### config.mk
export PLATFORM = sky130hd
export DESIGN_NAME = link_watch
export DESIGN_NICKNAME = d
export VERILOG_FILES = /design/src/rtl/link_watch_pkg.sv /design/src/rtl/settle_timer.sv /design/src/rtl/fixed_rate_lut.sv /design/src/rtl/an_word_decode.sv /design/src/rtl/link_watch.sv
export SDC_FILE = /design/constraint.sdc
export NUM_CORES = 1
export LEC_CHECK = 0
export BUFFER_PORTS_ARGS = -buffer_cell sky130_fd_sc_hd__buf_4
export CORE_MARGIN = 10
export CORE_UTILIZATION = 60
export CTS_BUF_LIST = sky130_fd_sc_hd__clkbuf_8
export DETAILED_ROUTE_END_ITERATION = 10
export HOLD_SLACK_MARGIN = 0.08
export PLACE_DENSITY = 0.95
export SKIP_LAST_GASP = 1
export SYNTH_ARGS = -nofsm -noshare
export SYNTH_HDL_FRONTEND = slang
export SYNTH_SLANG_ARGS = --single-unit
export TNS_END_PERCENT = 100
### constraint.sdc
create_clock -name clk -period 2.75 [get_ports clk]
set_input_delay 0.275 -clock clk [delete_from_list [all_inputs] [get_ports clk]]
set_output_delay 0.275 -clock clk [all_outputs]
set_load 0.02 [all_outputs]
### src/rtl/link_watch_pkg.sv
`timescale 1ns/1ps
package link_watch_pkg;
    localparam int MBPS_W = 14;
    localparam int CODE_W = 3;
    localparam int SEL_W  = 2 * CODE_W;

    typedef enum logic [2:0] {
        ST_IDLE,
        ST_REFRESH_HI,
        ST_REFRESH_LO,
        ST_SAMPLE,
        ST_LATCH_HI,
        ST_LATCH_LO,
        ST_CAPTURE,
        ST_RECONF
    } mon_state_t;

    typedef struct packed {
        logic              valid;
        logic [MBPS_W-1:0] mbps;
    } rate_t;

    // Speed for fixed mode: base selected by upper code, divider by lower code.
    function automatic rate_t fixed_rate(input logic [SEL_W-1:0] sel);
        int    base;
        int    div;
        rate_t r;
        case (sel[SEL_W-1:CODE_W])
            3'd0:    base = 10000;
            3'd1:    base = 5000;
            3'd3:    base = 2500;
            default: base = 0;
        endcase
        case (sel[CODE_W-1:0])
            3'd0:    div = 1;
            3'd1:    div = 2;
            3'd2:    div = 4;
            3'd3:    div = 10;
            3'd4:    div = 100;
            3'd5:    div = 5;
            3'd6:    div = 50;
            default: div = 0;
        endcase
        if (base == 0 || div == 0) begin
            r = '0;
        end else begin
            r.valid = 1'b1;
            r.mbps  = MBPS_W'(base / div);
        end
        return r;
    endfunction

    // Speed carried in a negotiated partner word.
    function automatic rate_t an_rate(input logic [CODE_W-1:0] code);
        rate_t r;
        r.valid = 1'b1;
        case (code)
            3'd0:    r.mbps = MBPS_W'(10);
            3'd1:    r.mbps = MBPS_W'(100);
            3'd2:    r.mbps = MBPS_W'(1000);
            3'd3:    r.mbps = MBPS_W'(10000);
            3'd4:    r.mbps = MBPS_W'(2500);
            3'd5:    r.mbps = MBPS_W'(5000);
            default: r      = '0;
        endcase
        return r;
    endfunction
endpackage

### src/rtl/settle_timer.sv
`timescale 1ns/1ps
module settle_timer #(
    parameter int SETTLE_CYC = 204
) (
    input  logic clk,
    input  logic rst_n,
    input  logic run,
    input  logic clr,
    output logic expired
);
    localparam int CNT_W = $clog2(SETTLE_CYC + 1);
    localparam logic [CNT_W-1:0] LAST = CNT_W'(SETTLE_CYC - 1);

    logic [CNT_W-1:0] cnt_q;

    always_ff @(posedge clk or negedge rst_n) begin
        if (!rst_n)     cnt_q <= '0;
        else if (clr)   cnt_q <= '0;
        else if (run)   cnt_q <= cnt_q + 1'b1;
    end

    assign expired = run && (cnt_q == LAST);
endmodule

### src/rtl/fixed_rate_lut.sv
`timescale 1ns/1ps
module fixed_rate_lut
    import link_watch_pkg::*;
(
    input  logic [CODE_W-1:0] base_code,
    input  logic [CODE_W-1:0] div_code,
    output rate_t             rate
);
    localparam int ENTRIES = 1 << SEL_W;

    rate_t table_w [ENTRIES];

    for (genvar g = 0; g < ENTRIES; g++) begin : g_ent
        localparam rate_t ENT = fixed_rate(SEL_W'(g));
        assign table_w[g] = ENT;
    end

    assign rate = table_w[{base_code, div_code}];
endmodule

### src/rtl/an_word_decode.sv
`timescale 1ns/1ps
module an_word_decode
    import link_watch_pkg::*;
#(
    parameter int WORD_W = 16
) (
    input  logic [WORD_W-1:0] word,
    output rate_t             rate,
    output logic              duplex
);
    localparam int SPD_LSB = 9;
    localparam int DUP_BIT = 12;

    assign rate   = an_rate(word[SPD_LSB +: CODE_W]);
    assign duplex = word[DUP_BIT];
endmodule

### src/rtl/link_watch.sv
`timescale 1ns/1ps
module link_watch
    import link_watch_pkg::*;
#(
    parameter int SETTLE_CYC = 204,
    parameter int WORD_W     = 16
) (
    input  logic              clk,
    input  logic              rst_n,
    input  logic              poll_tick,
    input  logic              line_up_evt,
    input  logic              rx_link_raw,
    input  logic              an_enable,
    input  logic [2:0]        spd_code,
    input  logic [2:0]        adapt_code,
    input  logic [WORD_W-1:0] partner_word,
    input  logic              reconfig_ack,
    output logic              status_refresh,
    output logic              latch_strobe,
    output logic              reconfig_req,
    output logic              link_up,
    output logic              speed_valid,
    output logic [13:0]       speed_mbps,
    output logic              full_duplex,
    output logic [WORD_W-1:0] partner_ability
);
    mon_state_t state_q, state_d;
    logic       evt_pend_q;
    logic       timed, expired;
    rate_t      fix_rate, neg_rate;
    logic       neg_duplex;

    assign timed = (state_q == ST_REFRESH_HI) || (state_q == ST_REFRESH_LO) ||
                   (state_q == ST_LATCH_HI)   || (state_q == ST_LATCH_LO);

    settle_timer #(.SETTLE_CYC(SETTLE_CYC)) u_timer (
        .clk     (clk),
        .rst_n   (rst_n),
        .run     (timed),
        .clr     (expired || !timed),
        .expired (expired)
    );

    fixed_rate_lut u_lut (
        .base_code (spd_code),
        .div_code  (adapt_code),
        .rate      (fix_rate)
    );

    an_word_decode #(.WORD_W(WORD_W)) u_dec (
        .word   (partner_word),
        .rate   (neg_rate),
        .duplex (neg_duplex)
    );

    // Next-state logic
    always_comb begin
        state_d = state_q;
        unique case (state_q)
            ST_IDLE: begin
                if (line_up_evt || evt_pend_q) state_d = ST_RECONF;
                else if (poll_tick)            state_d = ST_REFRESH_HI;
            end
            ST_REFRESH_HI: if (expired) state_d = ST_REFRESH_LO;
            ST_REFRESH_LO: if (expired) state_d = ST_SAMPLE;
            ST_SAMPLE: begin
                if (!rx_link_raw)   state_d = ST_RECONF;
                else if (an_enable) state_d = ST_LATCH_HI;
                else                state_d = ST_IDLE;
            end
            ST_LATCH_HI:   if (expired) state_d = ST_LATCH_LO;
            ST_LATCH_LO:   if (expired) state_d = ST_CAPTURE;
            ST_CAPTURE:    state_d = ST_IDLE;
            ST_RECONF:     if (reconfig_ack) state_d = ST_IDLE;
            default:       state_d = ST_IDLE;
        endcase
    end

    // State register and deferred line event
    always_ff @(posedge clk or negedge rst_n) begin
        if (!rst_n) begin
            state_q    <= ST_IDLE;
            evt_pend_q <= 1'b0;
        end else begin
            state_q <= state_d;
            if (state_d == ST_RECONF && state_q != ST_RECONF)
                evt_pend_q <= 1'b0;
            else if (line_up_evt)
                evt_pend_q <= 1'b1;
        end
    end

    // Reported status
    always_ff @(posedge clk or negedge rst_n) begin
        if (!rst_n) begin
            link_up         <= 1'b0;
            speed_valid     <= 1'b0;
            speed_mbps      <= '0;
            full_duplex     <= 1'b0;
            partner_ability <= '0;
        end else begin
            unique case (state_q)
                ST_SAMPLE: begin
                    if (!rx_link_raw) begin
                        link_up     <= 1'b0;
                        speed_valid <= 1'b0;
                        speed_mbps  <= '0;
                        full_duplex <= 1'b0;
                    end else if (!an_enable) begin
                        link_up     <= 1'b1;
                        speed_valid <= fix_rate.valid;
                        speed_mbps  <= fix_rate.mbps;
                        full_duplex <= fix_rate.valid;
                    end
                end
                ST_CAPTURE: begin
                    link_up         <= 1'b1;
                    partner_ability <= partner_word;
                    speed_valid     <= neg_rate.valid;
                    speed_mbps      <= neg_rate.mbps;
                    full_duplex     <= neg_duplex;
                end
                default: ;
            endcase
        end
    end

    assign status_refresh = (state_q == ST_REFRESH_HI);
    assign latch_strobe   = (state_q == ST_LATCH_HI);
    assign reconfig_req   = (state_q == ST_RECONF);
endmodule

=== Word level (Yosys, flattened, before mapping) ===
Memory sizes are Yosys's and may differ from the RTL's.
Cells that the tools add are included.

* Bits in read-only memories: 960
* Memories: 1
* Bits in latches: 0
* Input bits: 29
* RAM bits: 0
* Bits in registers: 45

* Shifts and indexed selects: 0
* Bitwise logic cells: 1
* $add $sub $neg: 1
* Divide/modulo/power cells: 0
* Multipliers: 0
* Order comparisons: 1
* Reduce and logical (&&, ||, !) cells: 15
* Equality and inequality tests: 16
* Mux-type cells: 28

{| class="wikitable"
|+ Memories
! name !! depth !! bits a word !! rd ports !! clocked after memory_dff !! write ports !! line !! source
|-
| (no name shown) || 64 || 15 || 1 || 0 || 0 || fixed_rate_lut.sv:18 || <nowiki>assign rate = table_w[{base_code, div_code}];</nowiki>
|}

{| class="wikitable"
|+ Operators by type and width
! operator !! count
|-
| $pmux 14 s6 || 1
|-
| $mux 15 || 2
|-
| $mux 14 || 2
|-
| $pmux 14 s2 || 1
|-
| $mux 3 || 9
|-
| $pmux 3 s8 || 1
|-
| $eq 3x3->1 const B || 7
|-
| $mux 8 || 2
|-
| $eq 3x2->1 const B || 4
|-
| $add 8x1->8 const B || 1
|-
| $eq 8x8->1 const B || 1
|-
| $ge 7x7->1 const B || 1
|-
| $mux 1 || 7
|-
| $not 6->7 || 1
|-
| $eq 3x1->1 const B || 2
|-
| $logic_not 3->1 || 2
|-
| $ne 3x3->1 const B || 2
|-
| $pmux 1 s2 || 3
|-
| $reduce_bool 2->1 || 3
|-
| $reduce_or 6->1 || 1
|-
| $logic_or 1x1->1 || 5
|-
| $logic_and 1x1->1 || 2
|-
| $reduce_and 2->1 || 1
|-
| $logic_not 1->1 || 1
|}

=== Longest topological paths before layout ===
* Depth in word-level cells: 10
* Mapped depth: 7
* Mapped depth without buffers: 6

=== Cells and area by module ===
Synthesis repeated with hierarchy kept, for this count alone.

* Cells, all modules: 297
* Area, all modules: 3030.4 um^2

{| class="wikitable"
|+ By module, submodules not included
! module !! area an instance (um^2) !! cells an instance !! instances !! sequential area each (um^2)
|-
| link_watch || 1841.8 || 154 || 1 || 925.9
|-
| fixed_rate_lut || 590.6 || 78 || 1 || 0.0
|-
| settle_timer || 396.6 || 39 || 1 || 200.2
|-
| an_word_decode || 201.4 || 26 || 1 || 0.0
|}

=== Worst setup path before layout ===
Ideal clock, no wire load.

* Path kind: reg-to-reg
* From: reg state_q[0]
* To: reg speed_mbps[7]
* Slack: 1.068 ns
* Stages on the path, launching flop included: 6
* Arrival: 1.557 ns
* Buffers on the path: 1
* Cell sequence: dfrtp_1 and2b_1 a21oi_1 nand2b_1 buf_2 mux2_2

* Longest elaborated chain between the ends: 3
* Elaborated cells between the ends (all ways): 6
* Those cells by class: eq/ne: 3; mux: 1; reduce/logical: 2

{| class="wikitable"
|+ Ends and longest elaborated chain
! what !! line !! source
|-
| start: declaration || link_watch.sv:27 || <nowiki>mon_state_t state_q, state_d;</nowiki>
|-
| start signal: assignment || link_watch.sv:85 || <nowiki>state_q <= state_d;</nowiki>
|-
| $eq 3x2->1 / $eq 3x3->1 (equally long branches) || link_watch.sv:102 || <nowiki>unique case (state_q)</nowiki>
|-
| $ne 3x3->1 (no line) / $reduce_bool 2->1 (equally long branches) || - ||
|-
| $reduce_and 2->1 (no line) || - ||
|-
| end signal: assignment || link_watch.sv:112 || <nowiki>speed_mbps <= fix_rate.mbps;</nowiki>
|-
| end signal: assignment || link_watch.sv:120 || <nowiki>speed_mbps <= neg_rate.mbps;</nowiki>
|-
| end: declaration || link_watch.sv:23 || <nowiki>output logic [13:0] speed_mbps,</nowiki>
|}

Parallel ways exist; a longest one is shown, timed or not.
A chain may end at the register's enable or synchronous reset.

=== Worst setup path after layout ===
* From: reg state_q[2]
* To: reg speed_mbps[13]

The elaborated chain is that of the path after synthesis.

==> flow_summary.yaml <==
setup_path:
  slowest_delay_ps: 540
  endpoint_kind: "flop"
  path_cells: "and2b_1, a21oi_1, nand2b_1, mux2_2"
  worstSetupPathType: "reg -> reg"
  required_ps: 2950
  worstSetupStartpointType: "flop"
  cp_max_fo: 13
  critPathSlowestCell: "dfrtp_1"
  critPathArrivalTime_ps: 2400
  critical-path-top-delay-family: "simple AND/OR/NAND/NOR gates"
  critPathBufInv: 0
clock_network:
  clock-root-buffer: "clkbuf_8"
  cts_htree_levels: 2
  ctsLongestPathBuffers: 2
  clock_latency_ps: 300
  cts_buffers: 5
  cts_tree: "done"
  clock_sinks: 45
  path_clk_slew_ps: 90
floorplanning:
  fp-row-count: 24
  coreArea_sq_um: 4320
  fp.dieH_um: 86.7
  die_w_um: 86.7
  dieArea_sq_um: 7520
  start_util: 0.617
  ios: 65
place:
  dp_hpwl_um: 5150
  portBuffers: 64
  place_congestion: 0.976
detailed_routing:
  dr.pass1.iters: 4
  vias: 2383
  final_antenna_net_count: 0
  wl_per_cell_um: 16.8
  vias_per_cell: 5.87
  drt-total-wl_um: 6820
  drt-initial-drc-count: 260
  drc: 0
power:
  peakVddDrop_v: 0.000493
  p_sw_mw: 1.21
  pwr-share-comb: 0.458
  powerDensity_nw_per_um2: 888
  p_int_mw: 1.67
  pwr-share-seq: 0.398
  swShare: 0.419
  clkPwrFrac: 0.144
  cellLeakagePower_nw: 1.60
sta:
  rsz0062_at_grt: "no"
  max_freq_ghz: 0.454
  slew_viol_final: 0
  finalClockSkew_ps: 3.00
  worstMarginPinSlew_ps: 642
  period_needed_ps: 2200
  hold_viol: 0
  post-route-period-util: 0.800
  timing.slew.headroom: 0.570
  final-setup-viol-count: 0
  setup_tns_ps: 0
yosys:
  syn_area_sq_um: 2670
  synthCells: 298
  synth_top_area_cell: "dfrtp_1"
  synth_area_leaders: "dfrtp_1 42%, nand2_1 7.9%, ha_1 3.8%"
  ys_warn_count: 0
  synth_top_cell_area_share: 0.422
  avgSynthCellArea_sq_um: 8.96
  ys.flop_type: "dfrtp_1"
  synth_seq_cells: 45
  async_reset_ff_frac: 1.00
  synth_edf_count: 0
  ys_types: 51
  synth_nets: 335
  ys_seq_area_frac: 0.422
job:
  drv_cap: 0
global_routing:
  antenna_found_initial: 0
  grt_usage: 0.181
  grt_pass1_wl_um: 11300
  grt_max_degree: 46
  grt.overflow.total: 0
  grt_pass1_vias: 2444
worst_hold_path:
  min_path_type: "in -> reg"
layout:
  drive_gt1_frac: 0.243
  final_util: 0.750
  antenna_cells: 0
  area_growth_pct: 21.5
  nets: 390
outcome:
  status: "completed"
## worst min-delay path: cells and delay by family
kind,cells,cell delay (ps)
buffers and inverters,1,80
and+or+nand+nor,2,80
## cell usage in the layout (no fill, tap or decap), types with 5 or more instances in the layout
cell type  Yosys  layout
a21oi_1       12      12
a221o_1        6       6
buf_4          1      66
clkbuf_8       0       5
dfrtp_1       45      45
ha_1           8       8
inv_1         11      11
mux2_2         7       7
mux2i_1        8       8
nand2_1       56      56
nand2b_1       6       6
nand3_1       11      11
nor2_1        22      22
nor3_1         8       8
o21ai_0       13      13
xor2_1         5       5
## per-layer routing
layer | vias up | share of wire | wire (um) | global-route usage
met5 | - | 0 | 0 | 0
met4 | 0 | 0.016 | 112 | 0.0486
met1 | 1150 | 0.40 | 2720 | 0.215
li1 | 1154 | - | - | -
met2 | 69 | 0.53 | 3630 | 0.314
met3 | 10 | 0.052 | 357 | 0.0478
## Yosys cell counts (3+ instances only)
master,count
nand2_1,56
dfrtp_1,45
nor2_1,22
o21ai_0,13
a21oi_1,12
inv_1,11
nand3_1,11
buf_2,9
ha_1,8
mux2i_1,8
nor3_1,8
mux2_2,7
a221o_1,6
nand2b_1,6
clkbuf_1,5
xor2_1,5
nand3b_1,4
nor2b_1,4
a211o_1,3
a211oi_1,3
a31oi_1,3
and3_1,3
buf_1,3
nor3b_1,3
o211ai_1,3
xnor2_1,3
## logic make-up after synthesis
kind of cell / synth area share
compound gates: 0.165
mux: 0.0764
xor+xnor: 0.0263
buf+inv: 0.0497
flops: 0.422
fa+ha+maj: 0.0375
simple gates: 0.223
## power by group through the flow
stage                     sequential, mW  combinational (mW)  clock, mW
after detailed placement            1.15                1.34          0
final                               1.15                1.32      0.415
after floorplan                     1.35               0.560          0
after global placement              1.14                1.29          0
after CTS                           1.14                1.34      0.422
after global routing                1.19                1.44      0.445
## stage by stage
step	hold slack, ps	power [mW]	area, sq um	setup slack (ps)	std cells
after floorplan	-20.6	1.91	2670	1070	298
after global placement	303	2.43	3140	706	397
after detailed placement	307	2.49	3140	594	397
after CTS	151	2.90	3240	580	406
after global routing	155	3.07	3240	360	406
final	159	2.88	3240	549	406
## final timing paths
kind,from,slack [ps],cells past startpoint,to
max in group asynchronous,rst_n,1860,2,link_up
worst min register to register,partner_ability[15],480,2,partner_ability[15]
worst max-delay path,state_q[2],550,4,speed_mbps[13]
worst min-delay path,partner_word[7],160,3,partner_ability[7]
worst max register to register,state_q[2],550,4,speed_mbps[13]
min in group asynchronous,rst_n,490,2,partner_ability[5]
## cell type report
class	count	area, sq um
fill	319	1080
timing repair buffer	67	505
inverter	12	45.0
sequential	45	1130
clock buffer	5	68.8
clock inverter	3	22.5
multi-input combinational	222	1410
tap	52	65.1
## state kept, by name, summed over array words and instances, names as in the netlist
name and cells:
partner_ability 16, speed_valid 1, evt_pend_q 1, full_duplex 1, link_up 1, speed_mbps 14
u_timer.cnt_q 8, state_q 3
## what timing repair did
action                                 CTS  global route
resized for setup                        0             0
endpoints found under the hold margin   45             0
hold buffers                             1             0
buffers inserted                         0             0
Power figures use the tool's default switching activity.
